$ cat config.mk
export PLATFORM = sky130hd
export DESIGN_NAME = bb_lookup_cache
export DESIGN_NICKNAME = d
export VERILOG_FILES = /design/src/rtl/bbc_pkg.sv /design/src/rtl/bbc_tag_array.sv /design/src/rtl/bbc_victim.sv /design/src/rtl/bbc_cfg_store.sv /design/src/rtl/bbc_ctrl.sv /design/src/rtl/bb_lookup_cache.sv
export SDC_FILE = /design/constraint.sdc
export NUM_CORES = 2
export LEC_CHECK = 0
export BUFFER_PORTS_ARGS = -buffer_cell sky130_fd_sc_hd__buf_4
export CAP_MARGIN = 20
export CORE_MARGIN = 2
export CORE_UTILIZATION = 60
export CTS_CLUSTER_SIZE = 8
export DETAILED_ROUTE_END_ITERATION = 6
export HOLD_SLACK_MARGIN = 0.05
export PLACE_DENSITY = 0.82
export SKIP_CTS_REPAIR_TIMING = 1
export SLEW_MARGIN = 20
export SYNTH_ARGS = -nofsm -noshare
export SYNTH_HDL_FRONTEND = slang
export SYNTH_SLANG_ARGS = --single-unit
$ cat constraint.sdc
create_clock -name clk -period 6.96 [get_ports clk]
set_input_delay 1.044 -clock clk [delete_from_list [all_inputs] [get_ports clk]]
set_output_delay 1.044 -clock clk [all_outputs]
set_load 0.005 [all_outputs]
$ cat src/rtl/bbc_pkg.sv
package bbc_pkg;

  typedef enum logic [1:0] {
    ST_IDLE  = 2'd0,
    ST_RUN   = 2'd1,
    ST_DRAIN = 2'd2
  } bbc_state_e;

endpackage

$ cat src/rtl/bbc_tag_array.sv
module bbc_tag_array #(
  parameter int ENTRIES = 16,
  parameter int PC_W    = 32,
  parameter int CFG_W   = 4,
  localparam int IDX_W  = $clog2(ENTRIES)
) (
  input  logic               clk,
  input  logic               rst_n,
  input  logic [PC_W-1:0]    look_pc,
  input  logic               wr_en,
  input  logic [PC_W-1:0]    wr_pc,
  input  logic [CFG_W-1:0]   wr_cfg,
  input  logic [IDX_W-1:0]   victim_idx,
  output logic [ENTRIES-1:0] valid_vec,
  output logic [ENTRIES-1:0] look_hit_vec,
  output logic [CFG_W-1:0]   look_cfg,
  output logic               wr_hit
);

  logic [ENTRIES-1:0] valid_q;
  logic [ENTRIES-1:0] wr_match;
  logic [ENTRIES-1:0] wr_sel;
  logic [PC_W-1:0]    tag_q [ENTRIES];
  logic [CFG_W-1:0]   cfg_q [ENTRIES];

  for (genvar g = 0; g < ENTRIES; g++) begin : g_row
    logic             valid_d;
    logic [PC_W-1:0]  tag_d;
    logic [CFG_W-1:0] cfg_d;

    assign look_hit_vec[g] = valid_q[g] && (tag_q[g] == look_pc);
    assign wr_match[g]     = valid_q[g] && (tag_q[g] == wr_pc);
    assign wr_sel[g]       = wr_en && (wr_hit ? wr_match[g]
                                              : (victim_idx == IDX_W'(g)));

    always_comb begin
      valid_d = valid_q[g];
      tag_d   = tag_q[g];
      cfg_d   = cfg_q[g];
      if (wr_sel[g]) begin
        valid_d = 1'b1;
        tag_d   = wr_pc;
        cfg_d   = wr_cfg;
      end
    end

    always_ff @(posedge clk or negedge rst_n) begin
      if (!rst_n) begin
        valid_q[g] <= 1'b0;
      end else if (wr_sel[g]) begin
        valid_q[g] <= valid_d;
      end
    end

    always_ff @(posedge clk) begin
      if (wr_sel[g]) begin
        tag_q[g] <= tag_d;
        cfg_q[g] <= cfg_d;
      end
    end
  end

  assign wr_hit    = |wr_match;
  assign valid_vec = valid_q;

  always_comb begin
    look_cfg = '0;
    for (int i = 0; i < ENTRIES; i++) begin
      if (look_hit_vec[i]) begin
        look_cfg = look_cfg | cfg_q[i];
      end
    end
  end

endmodule

$ cat src/rtl/bbc_victim.sv
module bbc_victim #(
  parameter int ENTRIES = 16,
  localparam int IDX_W  = $clog2(ENTRIES)
) (
  input  logic               clk,
  input  logic               rst_n,
  input  logic [ENTRIES-1:0] valid_vec,
  input  logic               new_write,
  output logic [IDX_W-1:0]   victim_idx
);

  logic             full;
  logic [IDX_W-1:0] free_idx;
  logic [IDX_W-1:0] rr_q;
  logic [IDX_W-1:0] rr_d;
  logic             rr_en;

  assign full = &valid_vec;

  always_comb begin
    free_idx = '0;
    for (int i = ENTRIES - 1; i >= 0; i--) begin
      if (!valid_vec[i]) begin
        free_idx = IDX_W'(i);
      end
    end
  end

  assign victim_idx = full ? rr_q : free_idx;
  assign rr_en      = new_write && full;

  always_comb begin
    if (rr_q == IDX_W'(ENTRIES - 1)) begin
      rr_d = '0;
    end else begin
      rr_d = rr_q + IDX_W'(1);
    end
  end

  always_ff @(posedge clk or negedge rst_n) begin
    if (!rst_n) begin
      rr_q <= '0;
    end else if (rr_en) begin
      rr_q <= rr_d;
    end
  end

endmodule

$ cat src/rtl/bbc_cfg_store.sv
module bbc_cfg_store #(
  parameter int CFG_W  = 4,
  parameter int PC_W   = 32,
  localparam int DEPTH = 1 << CFG_W
) (
  input  logic             clk,
  input  logic             wr_en,
  input  logic [CFG_W-1:0] wr_idx,
  input  logic [PC_W-1:0]  wr_data,
  input  logic [CFG_W-1:0] rd_idx,
  output logic [PC_W-1:0]  rd_data
);

  logic [PC_W-1:0] mem_q [DEPTH];

  always_ff @(posedge clk) begin
    if (wr_en) begin
      mem_q[wr_idx] <= wr_data;
    end
  end

  assign rd_data = mem_q[rd_idx];

endmodule

$ cat src/rtl/bbc_ctrl.sv
module bbc_ctrl
  import bbc_pkg::*;
#(
  parameter int CFG_W = 4,
  parameter int PC_W  = 32
) (
  input  logic             clk,
  input  logic             rst_n,
  input  logic             fetch_valid,
  input  logic             look_hit,
  input  logic [CFG_W-1:0] look_cfg,
  input  logic             collide,
  input  logic             array_done,
  input  logic [PC_W-1:0]  ft_data,
  output logic             stall,
  output logic             cfg_start,
  output logic [CFG_W-1:0] cfg_index,
  output logic             resume_valid,
  output logic [PC_W-1:0]  resume_pc
);

  bbc_state_e       state_q, state_d;
  logic [CFG_W-1:0] cfg_q, cfg_d;
  logic             start_q, start_d;
  logic             rsm_q, rsm_d;
  logic [PC_W-1:0]  rpc_q, rpc_d;
  logic             cfg_en;
  logic             rpc_en;

  always_comb begin
    state_d = state_q;
    cfg_d   = cfg_q;
    start_d = 1'b0;
    rsm_d   = 1'b0;
    rpc_d   = rpc_q;
    unique case (state_q)
      ST_IDLE: begin
        if (fetch_valid && look_hit && !collide) begin
          state_d = ST_RUN;
          cfg_d   = look_cfg;
          start_d = 1'b1;
        end
      end
      ST_RUN: begin
        if (array_done) begin
          state_d = ST_DRAIN;
        end
      end
      ST_DRAIN: begin
        state_d = ST_IDLE;
        rsm_d   = 1'b1;
        rpc_d   = ft_data;
      end
      default: state_d = ST_IDLE;
    endcase
  end

  assign cfg_en = (state_q == ST_IDLE);
  assign rpc_en = (state_q == ST_DRAIN);

  always_ff @(posedge clk or negedge rst_n) begin
    if (!rst_n) begin
      state_q <= ST_IDLE;
      start_q <= 1'b0;
      rsm_q   <= 1'b0;
    end else begin
      state_q <= state_d;
      start_q <= start_d;
      rsm_q   <= rsm_d;
    end
  end

  always_ff @(posedge clk or negedge rst_n) begin
    if (!rst_n) begin
      cfg_q <= '0;
      rpc_q <= '0;
    end else begin
      if (cfg_en) cfg_q <= cfg_d;
      if (rpc_en) rpc_q <= rpc_d;
    end
  end

  assign stall        = (state_q != ST_IDLE);
  assign cfg_start    = start_q;
  assign cfg_index    = cfg_q;
  assign resume_valid = rsm_q;
  assign resume_pc    = rpc_q;

endmodule

$ cat src/rtl/bb_lookup_cache.sv
module bb_lookup_cache #(
  parameter int ENTRIES = 16,
  parameter int PC_W    = 32,
  parameter int CFG_W   = 4,
  localparam int IDX_W  = $clog2(ENTRIES)
) (
  input  logic             clk,
  input  logic             rst_n,
  input  logic             fetch_valid,
  input  logic [PC_W-1:0]  fetch_pc,
  input  logic             alloc_valid,
  input  logic [PC_W-1:0]  alloc_pc,
  input  logic [CFG_W-1:0] alloc_cfg,
  input  logic [PC_W-1:0]  alloc_fallthru,
  input  logic             array_done,
  output logic             stall,
  output logic             cfg_start,
  output logic [CFG_W-1:0] cfg_index,
  output logic             resume_valid,
  output logic [PC_W-1:0]  resume_pc
);

  logic [ENTRIES-1:0] valid_vec;
  logic [ENTRIES-1:0] look_hit_vec;
  logic [CFG_W-1:0]   look_cfg;
  logic               wr_hit;
  logic [IDX_W-1:0]   victim_idx;
  logic               collide;
  logic [PC_W-1:0]    ft_data;
  logic               new_write;

  assign collide   = alloc_valid && (alloc_pc == fetch_pc);
  assign new_write = alloc_valid && !wr_hit;

  bbc_tag_array #(.ENTRIES(ENTRIES), .PC_W(PC_W), .CFG_W(CFG_W)) u_tags (
    .clk          (clk),
    .rst_n        (rst_n),
    .look_pc      (fetch_pc),
    .wr_en        (alloc_valid),
    .wr_pc        (alloc_pc),
    .wr_cfg       (alloc_cfg),
    .victim_idx   (victim_idx),
    .valid_vec    (valid_vec),
    .look_hit_vec (look_hit_vec),
    .look_cfg     (look_cfg),
    .wr_hit       (wr_hit)
  );

  bbc_victim #(.ENTRIES(ENTRIES)) u_victim (
    .clk        (clk),
    .rst_n      (rst_n),
    .valid_vec  (valid_vec),
    .new_write  (new_write),
    .victim_idx (victim_idx)
  );

  bbc_cfg_store #(.CFG_W(CFG_W), .PC_W(PC_W)) u_store (
    .clk     (clk),
    .wr_en   (alloc_valid),
    .wr_idx  (alloc_cfg),
    .wr_data (alloc_fallthru),
    .rd_idx  (cfg_index),
    .rd_data (ft_data)
  );

  bbc_ctrl #(.CFG_W(CFG_W), .PC_W(PC_W)) u_ctrl (
    .clk          (clk),
    .rst_n        (rst_n),
    .fetch_valid  (fetch_valid),
    .look_hit     (|look_hit_vec),
    .look_cfg     (look_cfg),
    .collide      (collide),
    .array_done   (array_done),
    .ft_data      (ft_data),
    .stall        (stall),
    .cfg_start    (cfg_start),
    .cfg_index    (cfg_index),
    .resume_valid (resume_valid),
    .resume_pc    (resume_pc)
  );

endmodule

After elaboration in Yosys (flattened, before gate mapping). Memories as Yosys holds them, arrays and structs flattened. A register that Yosys moved wholly into a read port is not among the register bits. Index checks and enable logic that the tools add are counted.

RAM bits: 1088. Register bits: 28. Word-level logic and storage cells: 279. Output and inout port bits: 39. Memories kept: 3. Input port bits: 105.

Mux-type cells: 122. Add/sub/neg operators: 1. Equal/unequal tests: 53. Reductions and logical operators: 64. Bitwise logic cells: 15.

Memory list: u_store.mem_q (words 16, width 32, read ports 1, clocked after memory_dff 1, write ports 1, RTL line bbc_cfg_store.sv:14) `logic [PC_W-1:0] mem_q [DEPTH];`; u_tags.tag_q (words 16, width 32, read ports 16, clocked after memory_dff 0, write ports 16, RTL line bbc_tag_array.sv:23) `logic [PC_W-1:0] tag_q [ENTRIES];`; u_tags.cfg_q (words 16, width 4, read ports 16, clocked after memory_dff 0, write ports 16, RTL line bbc_tag_array.sv:24) `logic [CFG_W-1:0] cfg_q [ENTRIES];`.

Operators by type and width (count): 32-bit equality test (33); 32-bit 2-to-1 mux (16); 4-bit 2-to-1 mux (50); 4-bit bitwise OR (15); 1-bit logical AND (53); 1-bit 2-to-1 mux (53); 4-bit equality test (second input constant) (9); 16-bit OR reduction (2); 4-bit by 3-bit equality test with 1-bit output (second input constant) (4); 16-bit AND reduction (1); 4-bit by 2-bit equality test with 1-bit output (second input constant) (2); 4-bit by 1-bit adder with 4-bit output (second input constant) (1); 4-bit by 1-bit equality test with 1-bit output (second input constant) (1); 4-bit zero test (1); 2-bit 2-to-1 mux (2); 2-bit != test (second input constant) (2); 2-bit one-hot mux with 2 select lines (1); 2-bit AND reduction (2); 1-bit zero test (3); 2-bit by 1-bit equality test with 1-bit output (second input constant) (1); 2-bit equality test (second input constant) (1); 2-bit zero test (1); 2-bit nonzero test (1).

Logic depth before layout (Yosys ltp). An unclocked memory read counts as a cell.

Depth in word-level cells: 34. Depth in mapped cells: 11. Mapped depth without buffers: 8.

Hierarchy. A second synthesis with hierarchy kept.

Cell total of the unflattened synthesis: 3247. Area, all modules: 52188.8 um^2.

By module, submodules not included: bbc_tag_array (sequential area each 17697.0 um^2, instances 1, cells each 2249, area each 30714.5 um^2); bbc_cfg_store (sequential area each 15374.7 um^2, instances 1, cells each 806, area each 19195.9 um^2); bbc_ctrl (sequential area each 1001.0 um^2, instances 1, cells each 90, area each 1496.4 um^2); bb_lookup_cache (sequential area each 0.0 um^2, instances 1, cells each 50, area each 392.9 um^2); bbc_victim (sequential area each 100.1 um^2, instances 1, cells each 52, area each 389.1 um^2).

Least setup slack after synthesis. OpenSTA, ideal clock, no wires.

Path kind: input to register. Start: in alloc_pc[26]. End: mem u_tags.cfg_q[13][0], in the netlist u_tags.cfg_q[1][20] (enable). Path buffers: 2. Library setup time: 0.486 ns. Path slack: 1.404 ns. Stages: 10. Required time: 6.474 ns. Arrival: 5.070 ns. Cell sequence: buf_2 > buf_4 > xor2_1 > nor4_1 > and3_1 > nand3_1 > nand4_1 > nor2_1 > nand2_1 > o32ai_1.

RTL lines: from (decl) (RTL line bb_lookup_cache.sv:12) `input logic [PC_W-1:0] alloc_pc,`; to (decl) (RTL line bbc_tag_array.sv:24).

==> impl_metrics.ini <==
[outcome]
outcome = finished, final reports clean

[sta]
worst_pin_slew_ns = 1.16
layout_min_cycle_time_ns = 4.45
fmax_mhz = 225
relSlewSlack_pct = 22.1
worst_clock_skew_ns = 0.0580
period_share_pct = 64.0
slew_violations = 0
setup_viol = 0
setup_tns_ns = 0
hold_viol = 0
rsz0062_at_grt = false

[place]
dp_hpwl_mm = 85.4
place_area_um2 = 54300
gp_congestion = 1.00
portBuffers = 143

[detailed_routing]
routedWlPerCell_um = 35.7
num_vias = 32006
wirelength_mm = 165
wl_met2_mm = 76.0
drc = 0
dr.pass1.iters = 6
met1_length_mm = 57.1
drt_iter0_drc = 4998
ant_nets = 0
vias_per_cell = 6.94
highest-signal-layer = met4
dr_wl_met3_mm = 22.3

[cells_and_area]
nets = 3460
finalInstanceArea_um2 = 59200
drive_gt1_share_pct = 18.1
final_cell_mix = edfxtp_1 (1088), xor2_1 (692), xnor2_1 (362)
area_growth_pct = 12.3
final_common_cell = edfxtp_1
final_util_pct = 68.1

[critical_path]
cp.arrival_ns = 4.90
path_class = input port to flop
cp.required_ns = 7.41
start_kind = input port
crit_path_max_fanout = 33
critPathCaptureType = flop

[logic_synthesis]
syn-num-nets = 3273
ys_types = 64
syn_area_per_cell_um2 = 16.6
ys_seq_elements = 1148
synthFlopType = edfxtp_1
synth.cell_area_um2 = 52700
synth_cells = 3167
synth_seq_area_share_pct = 64.8
async_reset_ff_share_pct = 5.23
synth_edf_count = 1088
yosys_warnings = 0

[floorplanning]
die_area_um2 = 90200
row_count = 108
die_h_um = 300
coreArea_um2 = 86900
die_width_um = 300
num_io_pins = 144
start_util_pct = 60.7

[global_routing]
grt_pass1_wl_mm = 234
track_usage_pct = 36.8
first_global_vias = 32782
grt_max_degree = 79
antenna_found_initial = 3
overflow = 0

[run]
drv_cap = 0

[pwr]
power_leakage_nw = 19.3
pwr-share-seq_pct = 47.3
p_sw_share_pct = 29.1
comb_power_share_pct = 15.1
internal_power_mw = 14.0
clock_power_share_pct = 37.6
p_per_area_nw_per_um2 = 333
p_sw_mw = 5.74
power_mw = 19.7
ir_worst_vdd_v = 0.000355

[cts]
cts_tree = done
numCtsBuffers = 161
clock_latency_ns = 0.80
cts_sinks = 1148
clk_pin_slew_ns = 0.05
h-tree-depth = 4
ctsRootBufferMaster = clkbuf_16
clk_path_buf_depth = 3

[min_path]
hold_path_class = input port to asynchronous set/reset pin
==> stage by stage <==
step / hold WS (ns) / setup slack (ns) / cells
final: 0.0842 / 2.51 / 4611
after global routing: 0.0710 / 2.45 / 4611
after CTS: 0.0517 / 2.71 / 4607
after global placement: 0.458 / 2.03 / 4344
after floorplan: 0.435 / 1.40 / 3167
after detailed placement: 0.487 / 1.93 / 4344
==> synth_stat cells, drive strengths merged, types with 2 or more instances <==
master	instances	area (um^2)
or4	6	52.6
a21o	3	22.5
xor2	693	6080
xnor2	362	3170
a221oi	16	140
nand3	64	335
a31o	9	78.8
edfxtp	1088	32700
nor2	28	115
and3	12	75.1
and2	2	12.5
a22o	16	144
o21bai	9	67.6
nor3b	2	26.3
o22ai	7	43.8
o21ai	6	30.0
mux2	38	443
a2111oi	2	17.5
a31oi	3	18.8
or3	7	43.8
clkbuf	25	93.8
o32ai	2	17.5
buf	145	1410
nor3	51	280
nand3b	5	37.5
nor2b	3	18.8
dfrtp	60	1500
nand2	17	63.8
a21boi	3	22.5
nor4	177	1140
a21oi	2	10.0
o211ai	2	15.0
a41o	2	20.0
or2	3	18.8
mux4	160	3600
inv	10	37.5
nand2b	6	37.5
nand4	114	726
==> critical path: stages <==
cell     delay (ns)
buf_4          0.57
xor2_1         0.23
nor4_1         0.08
and3_1         0.19
nand3_1        0.31
nand4_1        0.23
nor3b_4        0.40
nand4_1        0.51
o22ai_4        0.83
buf_4          0.43
==> power groups by stage <==
| stage | logic (mW) | registers (mW) | clock network [mW] |
|---|---|---|---|
| after floorplan | 1.89 | 9.27 | 0 |
| after global placement | 2.80 | 9.36 | 0 |
| after detailed placement | 2.85 | 9.40 | 0 |
| after CTS | 2.89 | 9.29 | 7.45 |
| after global routing | 3.15 | 9.37 | 7.72 |
| final | 2.98 | 9.33 | 7.42 |
==> cell type report <==
class,count,area (um^2)
flip-flops and latches,1148,34200
fillers,5417,27700
multi-input cells,1839,17200
clock buffers,247,4350
repair buffers,194,1500
well taps,1155,1450
clock inverters,16,414
inverters,10,37.5
diodes,2,5.00
==> layer usage <==
layer | global-route usage (%) | vias up
li1 | - | 12382
met1 | 48.7 | 16138
met2 | 56.4 | 2898
met3 | 10.3 | 588
met4 | 18.7 | 0
met5 | 0 | -
==> path summary, 6_finish.rpt <==
check	startpoint	to	slack, ns	cells after the start
setup / recovery	alloc_pc[29]	u_tags.tag_q[0][5]	2.51	10
hold / removal	rst_n	u_ctrl.state_q[0]	0.08	1
setup reg to reg	u_tags.valid_vec[13]	u_tags.tag_q[0][5]	2.60	9
hold reg to reg	u_ctrl.resume_pc[15]	u_ctrl.resume_pc[15]	0.52	1
max in group asynchronous	rst_n	u_ctrl.cfg_index[1]	5.59	2
min in group clk	array_done	u_ctrl.state_q[0]	0.46	2
==> logic make-up (layout without fill, tap and decap cells) <==
logic type	after synthesis	count (layout)	share of synthesized area [%]
compound gates	85	85	1.28
xor+xnor	1055	1055	17.5
fa+ha+maj	1	1	0.0237
buf+inv	180	467	2.92
flops	1148	1148	64.8
mux	198	198	7.68
other cells	0	2	0
simple gates	500	500	5.71
==> sequential cells by signal (all words and copies together) (netlist names) <==
signal               count
u_ctrl.cfg_start         1
u_tags.tag_q           512
u_store.mem_q          512
u_ctrl.state_q           2
u_tags.cfg_q            64
u_ctrl.resume_pc        32
u_ctrl.resume_valid      1
u_ctrl.cfg_index         4
u_victim.rr_q            4
u_tags.valid_vec        16
(Power assumes the default switching activity.)
